**src/rtl/wdt_pkg.sv**
```systemverilog
`timescale 1ns/1ps
// Package: shared constants for the watchdog peripheral.
// Assumes an 8-bit address / 8-bit data register bus.
package wdt_pkg;
    localparam int SFR_AW    = 8;
    localparam int SFR_DW    = 8;
    localparam int EN_BIT    = 7;   // control: enable
    localparam int CLR_BIT   = 5;   // control: clear strobe
    localparam int CAUSE_BIT = 0;   // status: watchdog-caused reset flag
    localparam logic [SFR_AW-1:0] CTRL_ADDR_DEF = 8'h9F;
    localparam logic [SFR_AW-1:0] STAT_ADDR_DEF = 8'hBE;

    // one register-bus write as seen by the decoder
    typedef struct packed {
        logic              we;
        logic [SFR_AW-1:0] addr;
        logic [SFR_DW-1:0] wdata;
    } sfr_wr_t;
endpackage

```
**src/rtl/wdt_sfr_regs.sv**
```systemverilog
`timescale 1ns/1ps
// Module: wdt_sfr_regs
// Decodes the register bus and holds the enable, the divider select and the
// sticky cause flag. It produces a one-cycle clear strobe.
// Assumes: rst_n is the external reset only. The watchdog's own reset takes
// effect through ovf, so the cause flag survives it.
module wdt_sfr_regs
    import wdt_pkg::*;
#(
    parameter int                SEL_W     = 3,
    parameter logic [SFR_AW-1:0] CTRL_ADDR = CTRL_ADDR_DEF,
    parameter logic [SFR_AW-1:0] STAT_ADDR = STAT_ADDR_DEF
) (
    input  logic              clk,
    input  logic              rst_n,
    input  sfr_wr_t           wr,
    input  logic [SFR_AW-1:0] rd_addr,
    input  logic              ovf,
    output logic              en,
    output logic [SEL_W-1:0]  sel,
    output logic              clr,
    output logic [SFR_DW-1:0] rdata
);
    logic ctrl_wr, stat_wr;
    logic flag_q;

    assign ctrl_wr = wr.we && (wr.addr == CTRL_ADDR);
    assign stat_wr = wr.we && (wr.addr == STAT_ADDR);
    assign clr     = ctrl_wr && wr.wdata[CLR_BIT];

    // enable and select; overflow forces the enable off
    always_ff @(posedge clk) begin
        if (!rst_n) begin
            en  <= 1'b0;
            sel <= '0;
        end else begin
            if (ctrl_wr) begin
                en  <= wr.wdata[EN_BIT];
                sel <= wr.wdata[SEL_W-1:0];
            end
            if (ovf) en <= 1'b0;
        end
    end

    // sticky cause flag: set on overflow, cleared by writing 0
    always_ff @(posedge clk) begin
        if (!rst_n)                               flag_q <= 1'b0;
        else if (ovf)                             flag_q <= 1'b1;
        else if (stat_wr && !wr.wdata[CAUSE_BIT]) flag_q <= 1'b0;
    end

    // read multiplexer
    always_comb begin
        rdata = '0;
        if (rd_addr == CTRL_ADDR) begin
            rdata[EN_BIT]    = en;
            rdata[SEL_W-1:0] = sel;
        end else if (rd_addr == STAT_ADDR) begin
            rdata[CAUSE_BIT] = flag_q;
        end
    end


    en_drop_chk: assert property (@(posedge clk) disable iff (!rst_n)
        ovf |=> !en);

    flag_set_chk: assert property (@(posedge clk) disable iff (!rst_n)
        ovf |=> flag_q);
endmodule

```
**src/rtl/wdt_prescaler.sv**
```systemverilog
`timescale 1ns/1ps
// Module: wdt_prescaler
// Free-running divider that emits a one-cycle tick every 2^(BASE_LOG2+sel)
// enabled cycles. The tick fires when the low bits of the divider are all
// ones. A select change therefore applies at the next matching position and
// needs no reload.
// Assumes: clr has priority and zeroes the divider; nothing advances while
// the enable is 0.
module wdt_prescaler #(
    parameter int SEL_W     = 3,
    parameter int BASE_LOG2 = 3
) (
    input  logic             clk,
    input  logic             rst_n,
    input  logic             en,
    input  logic [SEL_W-1:0] sel,
    input  logic             clr,
    output logic             tick
);
    localparam int MAX_SEL = (1 << SEL_W) - 1;
    localparam int PRE_W   = BASE_LOG2 + MAX_SEL;

    logic [PRE_W-1:0] pre;
    logic [PRE_W-1:0] mask;
    logic [SEL_W-1:0] shamt;

    // mask of the low divider bits that select the tick position
    always_comb begin
        shamt = SEL_W'(MAX_SEL) - sel;
        mask  = {PRE_W{1'b1}} >> shamt;
    end

    assign tick = en && ((pre & mask) == mask);

    // divider register
    always_ff @(posedge clk) begin
        if (!rst_n)  pre <= '0;
        else if (clr) pre <= '0;
        else if (en)  pre <= pre + 1'b1;
    end


    pre_hold_chk: assert property (@(posedge clk) disable iff (!rst_n)
        (!en && !clr) |=> $stable(pre));
endmodule

```
**src/rtl/wdt_counter.sv**
```systemverilog
`timescale 1ns/1ps
// Module: wdt_counter
// Timeout counter that advances on each prescaler tick and flags the wrap
// from all-ones to zero.
// Assumes: a clear in the same cycle as a wrapping tick wins, so no
// overflow is reported.
module wdt_counter #(
    parameter int CNT_W = 16
) (
    input  logic clk,
    input  logic rst_n,
    input  logic tick,
    input  logic clr,
    output logic ovf
);
    logic [CNT_W-1:0] cnt;

    assign ovf = tick && !clr && (&cnt);

    // count register
    always_ff @(posedge clk) begin
        if (!rst_n)    cnt <= '0;
        else if (clr)  cnt <= '0;
        else if (tick) cnt <= cnt + 1'b1;
    end


    cnt_hold_chk: assert property (@(posedge clk) disable iff (!rst_n)
        (!tick && !clr) |=> $stable(cnt));

    cnt_clear_chk: assert property (@(posedge clk) disable iff (!rst_n)
        clr |=> (cnt == '0));

    wrap_chk: assert property (@(posedge clk) disable iff (!rst_n)
        ovf |=> (cnt == '0));
endmodule

```
**src/rtl/wdt_rst_pulse.sv**
```systemverilog
`timescale 1ns/1ps
// Module: wdt_rst_pulse
// Stretches the single-cycle overflow into a fixed-length reset request.
// Assumes: no new overflow arrives during a pulse, because the enable drops
// when the pulse starts.
module wdt_rst_pulse #(
    parameter int PULSE_LEN = 4
) (
    input  logic clk,
    input  logic rst_n,
    input  logic ovf,
    output logic rst_req
);
    localparam int REM_W = $clog2(PULSE_LEN + 1);

    logic [REM_W-1:0] rem;

    // remaining pulse cycles
    always_ff @(posedge clk) begin
        if (!rst_n)         rem <= '0;
        else if (ovf)       rem <= REM_W'(PULSE_LEN);
        else if (rem != '0) rem <= rem - 1'b1;
    end

    assign rst_req = (rem != '0);


    pulse_start_chk: assert property (@(posedge clk) disable iff (!rst_n)
        ovf |=> rst_req);

    pulse_end_chk: assert property (@(posedge clk) disable iff (!rst_n)
        $fell(rst_req) |-> ($past(rem) == REM_W'(1)));
endmodule

```
**src/rtl/sfr_watchdog.sv**
```systemverilog
`timescale 1ns/1ps
// Module: sfr_watchdog (top)
// Watchdog peripheral: register decode, prescaler, timeout counter and
// reset-request pulse.
// Assumes: the system routes wdt_rst_req to the other blocks and not back
// into rst_n, so the cause flag keeps its value across the watchdog reset.
module sfr_watchdog
    import wdt_pkg::*;
#(
    parameter int                CNT_W     = 16,
    parameter int                SEL_W     = 3,
    parameter int                BASE_LOG2 = 3,
    parameter int                PULSE_LEN = 4,
    parameter logic [SFR_AW-1:0] CTRL_ADDR = CTRL_ADDR_DEF,
    parameter logic [SFR_AW-1:0] STAT_ADDR = STAT_ADDR_DEF
) (
    input  logic              clk,
    input  logic              rst_n,
    input  logic [SFR_AW-1:0] sfr_addr,
    input  logic [SFR_DW-1:0] sfr_wdata,
    input  logic              sfr_we,
    output logic [SFR_DW-1:0] sfr_rdata,
    output logic              wdt_rst_req
);
    sfr_wr_t          wr;
    logic             en, clr, tick, ovf;
    logic [SEL_W-1:0] sel;

    assign wr = '{we: sfr_we, addr: sfr_addr, wdata: sfr_wdata};

    wdt_sfr_regs #(
        .SEL_W(SEL_W), .CTRL_ADDR(CTRL_ADDR), .STAT_ADDR(STAT_ADDR)
    ) u_regs (
        .clk(clk), .rst_n(rst_n), .wr(wr), .rd_addr(sfr_addr), .ovf(ovf),
        .en(en), .sel(sel), .clr(clr), .rdata(sfr_rdata)
    );

    wdt_prescaler #(.SEL_W(SEL_W), .BASE_LOG2(BASE_LOG2)) u_pre (
        .clk(clk), .rst_n(rst_n), .en(en), .sel(sel),
        .clr(clr || ovf), .tick(tick)
    );

    wdt_counter #(.CNT_W(CNT_W)) u_cnt (
        .clk(clk), .rst_n(rst_n), .tick(tick), .clr(clr), .ovf(ovf)
    );

    wdt_rst_pulse #(.PULSE_LEN(PULSE_LEN)) u_pulse (
        .clk(clk), .rst_n(rst_n), .ovf(ovf), .rst_req(wdt_rst_req)
    );
endmodule

```
**config.mk**
```make
export PLATFORM = sky130hd
export DESIGN_NAME = sfr_watchdog
export DESIGN_NICKNAME = d
export VERILOG_FILES = /design/src/rtl/wdt_pkg.sv /design/src/rtl/wdt_sfr_regs.sv /design/src/rtl/wdt_prescaler.sv /design/src/rtl/wdt_counter.sv /design/src/rtl/wdt_rst_pulse.sv /design/src/rtl/sfr_watchdog.sv
export SDC_FILE = /design/constraint.sdc
export NUM_CORES = 1
export LEC_CHECK = 0
export ABC_AREA = 1
export BUFFER_PORTS_ARGS = -buffer_cell sky130_fd_sc_hd__buf_4
export CAP_MARGIN = 20
export CORE_AREA = 2 2 64 66
export CTS_CLUSTER_DIAMETER = 200
export DETAILED_ROUTE_END_ITERATION = 7
export DIE_AREA = 0 0 66 68
export HOLD_SLACK_MARGIN = 0.15
export PLACE_DENSITY = 0.73
export SETUP_SLACK_MARGIN = 0.5
export SYNTH_ARGS = -nofsm -noshare
export SYNTH_HDL_FRONTEND = slang
export SYNTH_SLANG_ARGS = --single-unit
```
**constraint.sdc**
```tcl
create_clock -name clk -period 1.9 [get_ports clk]
set_clock_uncertainty 0.1 [all_clocks]
set_input_delay 0 -clock clk [delete_from_list [all_inputs] [get_ports clk]]
set_output_delay 0 -clock clk [all_outputs]
set_load 0.01 [all_outputs]
```
==> impl_metrics.tcl <==
set metrics [dict create \
    startpoint_type "flip-flop" \
    period_share_pct 84.90 \
    final_core_util_pct 70.02 \
    ys_types 33 \
    dp_hpwl_um 2850 \
    nets 362 \
    maxSlewViolCount 0 \
    p_switching_w 0.0004070 \
    worst_setup_path_end_kind "flip-flop" \
    critPathArrivalTime_ps 1680 \
    drv_cap 0 \
    grt_max_degree 18 \
    critPathKind "flip-flop to flip-flop" \
    reg2reg_from "u_pre.pre[0]" \
    rr_worst_depth 8 \
    cpPeakStageDelay_ps 360 \
    ys_async_sr_fraction_pct 0 \
    yosys.area.top_type_share_pct 32.91 \
    setup_viol 0 \
    yosysMostFrequentCell "nand2_1" \
    seqPwrFrac_pct 45.3 \
    swShare_pct 24.82 \
    p_comb_share_pct 17.0 \
    vias 1951 \
    peakVddDrop_mv 0.6294 \
    cts_max_level 2 \
    antenna_found_initial 0 \
    cp_max_fo 5 \
    die_x_um 66 \
    grt_pass1_vias 1726 \
    ant_nets 0 \
    p_int_w 0.001233 \
    num_rows 23 \
    drc_errors 0 \
    drive_gt1_share_pct 30.38 \
    ys.flop_type "dfxtp_1" \
    ys_ff_latch 34 \
    synth_cells 290 \
    hold_depth 8 \
    numPortBuffers 20 \
    firstDrtPassIters 4 \
    rr_endpoint "u_pre.pre[7]" \
    multi_input_area_um2 1320 \
    vias_per_cell 5.015 \
    grt.overflow.total 0 \
    antennaDiodeCount 0 \
    slowest_stage "dfxtp_4" \
    fin_setup_tns_ps 0 \
    leakagePower_nw 1.025 \
    clk_pin_slew_worst_paths_ps 70 \
    synth_common_cells "nand2_1 (66), nor2_1 (45), dfxtp_1 (34), inv_1 (31), nand3_1 (14)" \
    syn_area_um2 2068 \
    wire_per_inst_um 11.33 \
    cts_made_buffers 5 \
    die_area_um2 4488 \
    rrSetupSlack_ps 290 \
    fmax_mhz 619.9 \
    hold_end "u_regs.flag_q" \
    min_period_ps 1613 \
    clock_power_share_pct 37.6 \
    crit_required_ps 1970 \
    core_area_um2 3856 \
    grtUsageTotal_pct 20.68 \
    grt_pass1_wl_um 7203 \
    routed_wl_um 4406 \
    initial_core_util_pct 53.63 \
    finalHoldViolations 0 \
    seq_area_um2 696.9 \
    pin_count 28 \
    cts.sinks 34 \
    cts_tree "yes" \
    ys_seq_area_share_pct 32.91 \
    routabilityCongestion 0.8716 \
    avgSynthCellArea_um2 7.132 \
    clock_path_buffers 2 \
    worstSkewPairLatency_ps 280 \
    cts-root-buf "clkbuf_8" \
    area_delta_synth_final_pct 30.55 \
    yosysWarnings 0 \
    drtIter0Drc 59 \
    status "complete, no violations" \
    powerDensity_nw_per_um2 607.3 \
    min_from "sfr_addr[1]" \
    die_y_um 68 \
    synth_edf_count 0 \
    num-fill-cells 299 \
    yosysTopAreaCell "dfxtp_1" \
    rsz0062_at_grt "true" \
    worstHoldPathType "input port to flip-flop" \
    crit_chain "ha_4, nand2_4, nor2_4, nand3_2, nor2_4, nand4_1, nand3_2, nor2_1" \
    synth_area_leaders "dfxtp_1 (33%), nand2_1 (12%), nor2_1 (8.2%), inv_1 (5.6%), xor2_1 (5.5%)" \
]
## power by group through the flow
stage	registers (W)	logic, W	clock network [W]
finish	0.000743	0.000279	0.000617
global route	0.000745	0.000310	0.000652
CTS	0.000742	0.000251	0.000634
detailed placement	0.000761	0.000223	0
global placement	0.000761	0.000217	0
floorplan	0.000759	0.000154	0
## flip-flops by register name (all words and copies together), names as in the netlist
register / flops
u_pulse.rem: 3
u_regs.sel: 3
u_regs.en: 1
u_pre.pre: 10
u_cnt.cnt: 16
u_regs.flag_q: 1
## per-stage QoR
step / instance area, um2 / hold WS (ps) / setup slack (ps) / power, W / std cells
after global placement: 2270 / 197.7 / 275.9 / 0.0009781 / 357
after detailed placement: 2270 / 190.9 / 235.7 / 0.0009840 / 357
after global routing: 2700 / 233.4 / 184.8 / 0.001707 / 389
after CTS: 2625 / 168.9 / 270.8 / 0.001628 / 387
after floorplan: 2120 / 38.37 / 431.8 / 0.0009130 / 293
final: 2700 / 195.5 / 286.9 / 0.001640 / 389
## placed cells by master, fill, tap and decap left out, types with 3 or more instances in the layout
master         Yosys  final
nand2_2           11     13
conb_1             1      4
nand2_1           66     63
a21oi_2           11     12
nor3_1             4      4
dfxtp_4            0      3
nor2_4             2      4
inv_2              1      3
nand3_1           14     12
xor2_1            13     13
dfxtp_2            0      4
buf_4              4     33
dlygate4sd3_1      0     11
nand3_2            3      4
inv_1             31     29
o21ai_0            6      6
xnor2_1            5      5
nor2_2             0      5
nor2_1            45     38
ha_4               0      3
a21oi_1            9      8
dfxtp_1           34     27
nand4_1            8      8
clkbuf_8           0      8
## worst max-delay path: cells and delay by family, from the launching register on
family,cells,cell delay [ps]
simple gates,7,910
flops,1,360
fa+ha+maj,1,140
## layout make-up
cell class	count	share of cell area (%)
flip-flops and latches	34	25.81
repair inverters	1	0.6024
well taps	50	2.317
inverters	33	5.051
repair buffers	44	13.25
clock buffers	8	4.078
multi-input cells	219	48.89
## per-layer routing
layer | global-route usage, % | wire (um) | up-vias
li1 | - | - | 1007
met1 | 24.24 | 2026 | 899
met2 | 37.50 | 2160 | 41
met3 | 5.592 | 180 | 4
met4 | 5.357 | 38 | 0
met5 | 0 | 0 | -
## what timing repair did
action / in CTS / in global routing
hold buffers: 11 / 0
setup buffers: 9 / 2
setup endpoints to repair: 32 / 32
pin swaps: 2 / 3
endpoints found under the hold margin: 18 / 0
resized for setup: 15 / 16
cloned: 2 / 0
## kinds of logic (layout without fill, tap and decap cells)
family	Yosys count	after routing	share of synthesized area, %
buffers and inverters	41	86	9.981
flip-flops	34	34	32.91
XOR/XNOR	18	18	7.622
AO/OA/AOI/OAI	31	31	10.47
adder cells (fa/ha/maj)	5	5	3.025
multiplexers	1	1	0.4840
other	1	4	0.1813
AND/OR/NAND/NOR	159	160	35.33
## worst max-delay path by stage
| stage | from | end | slack, ps | cells after the start |
|---|---|---|---|---|
| 6_report | u_pre.pre[0] | u_pre.pre[7] | 290 | 8 |
| 5_1_grt | u_pre.pre[0] | u_cnt.cnt[1] | 180 | 10 |
| 4_1_cts | u_cnt.cnt[0] | u_pre.pre[6] | 270 | 8 |
| 3_5_place_dp | u_pre.pre[0] | u_cnt.cnt[0] | 240 | 9 |
| 3_3_place_gp | u_pre.pre[0] | u_cnt.cnt[3] | 280 | 9 |
| 2_1_floorplan | u_pre.pre[0] | u_cnt.cnt[8] | 430 | 10 |
Note: power is estimated with default switching activity, not from simulation.
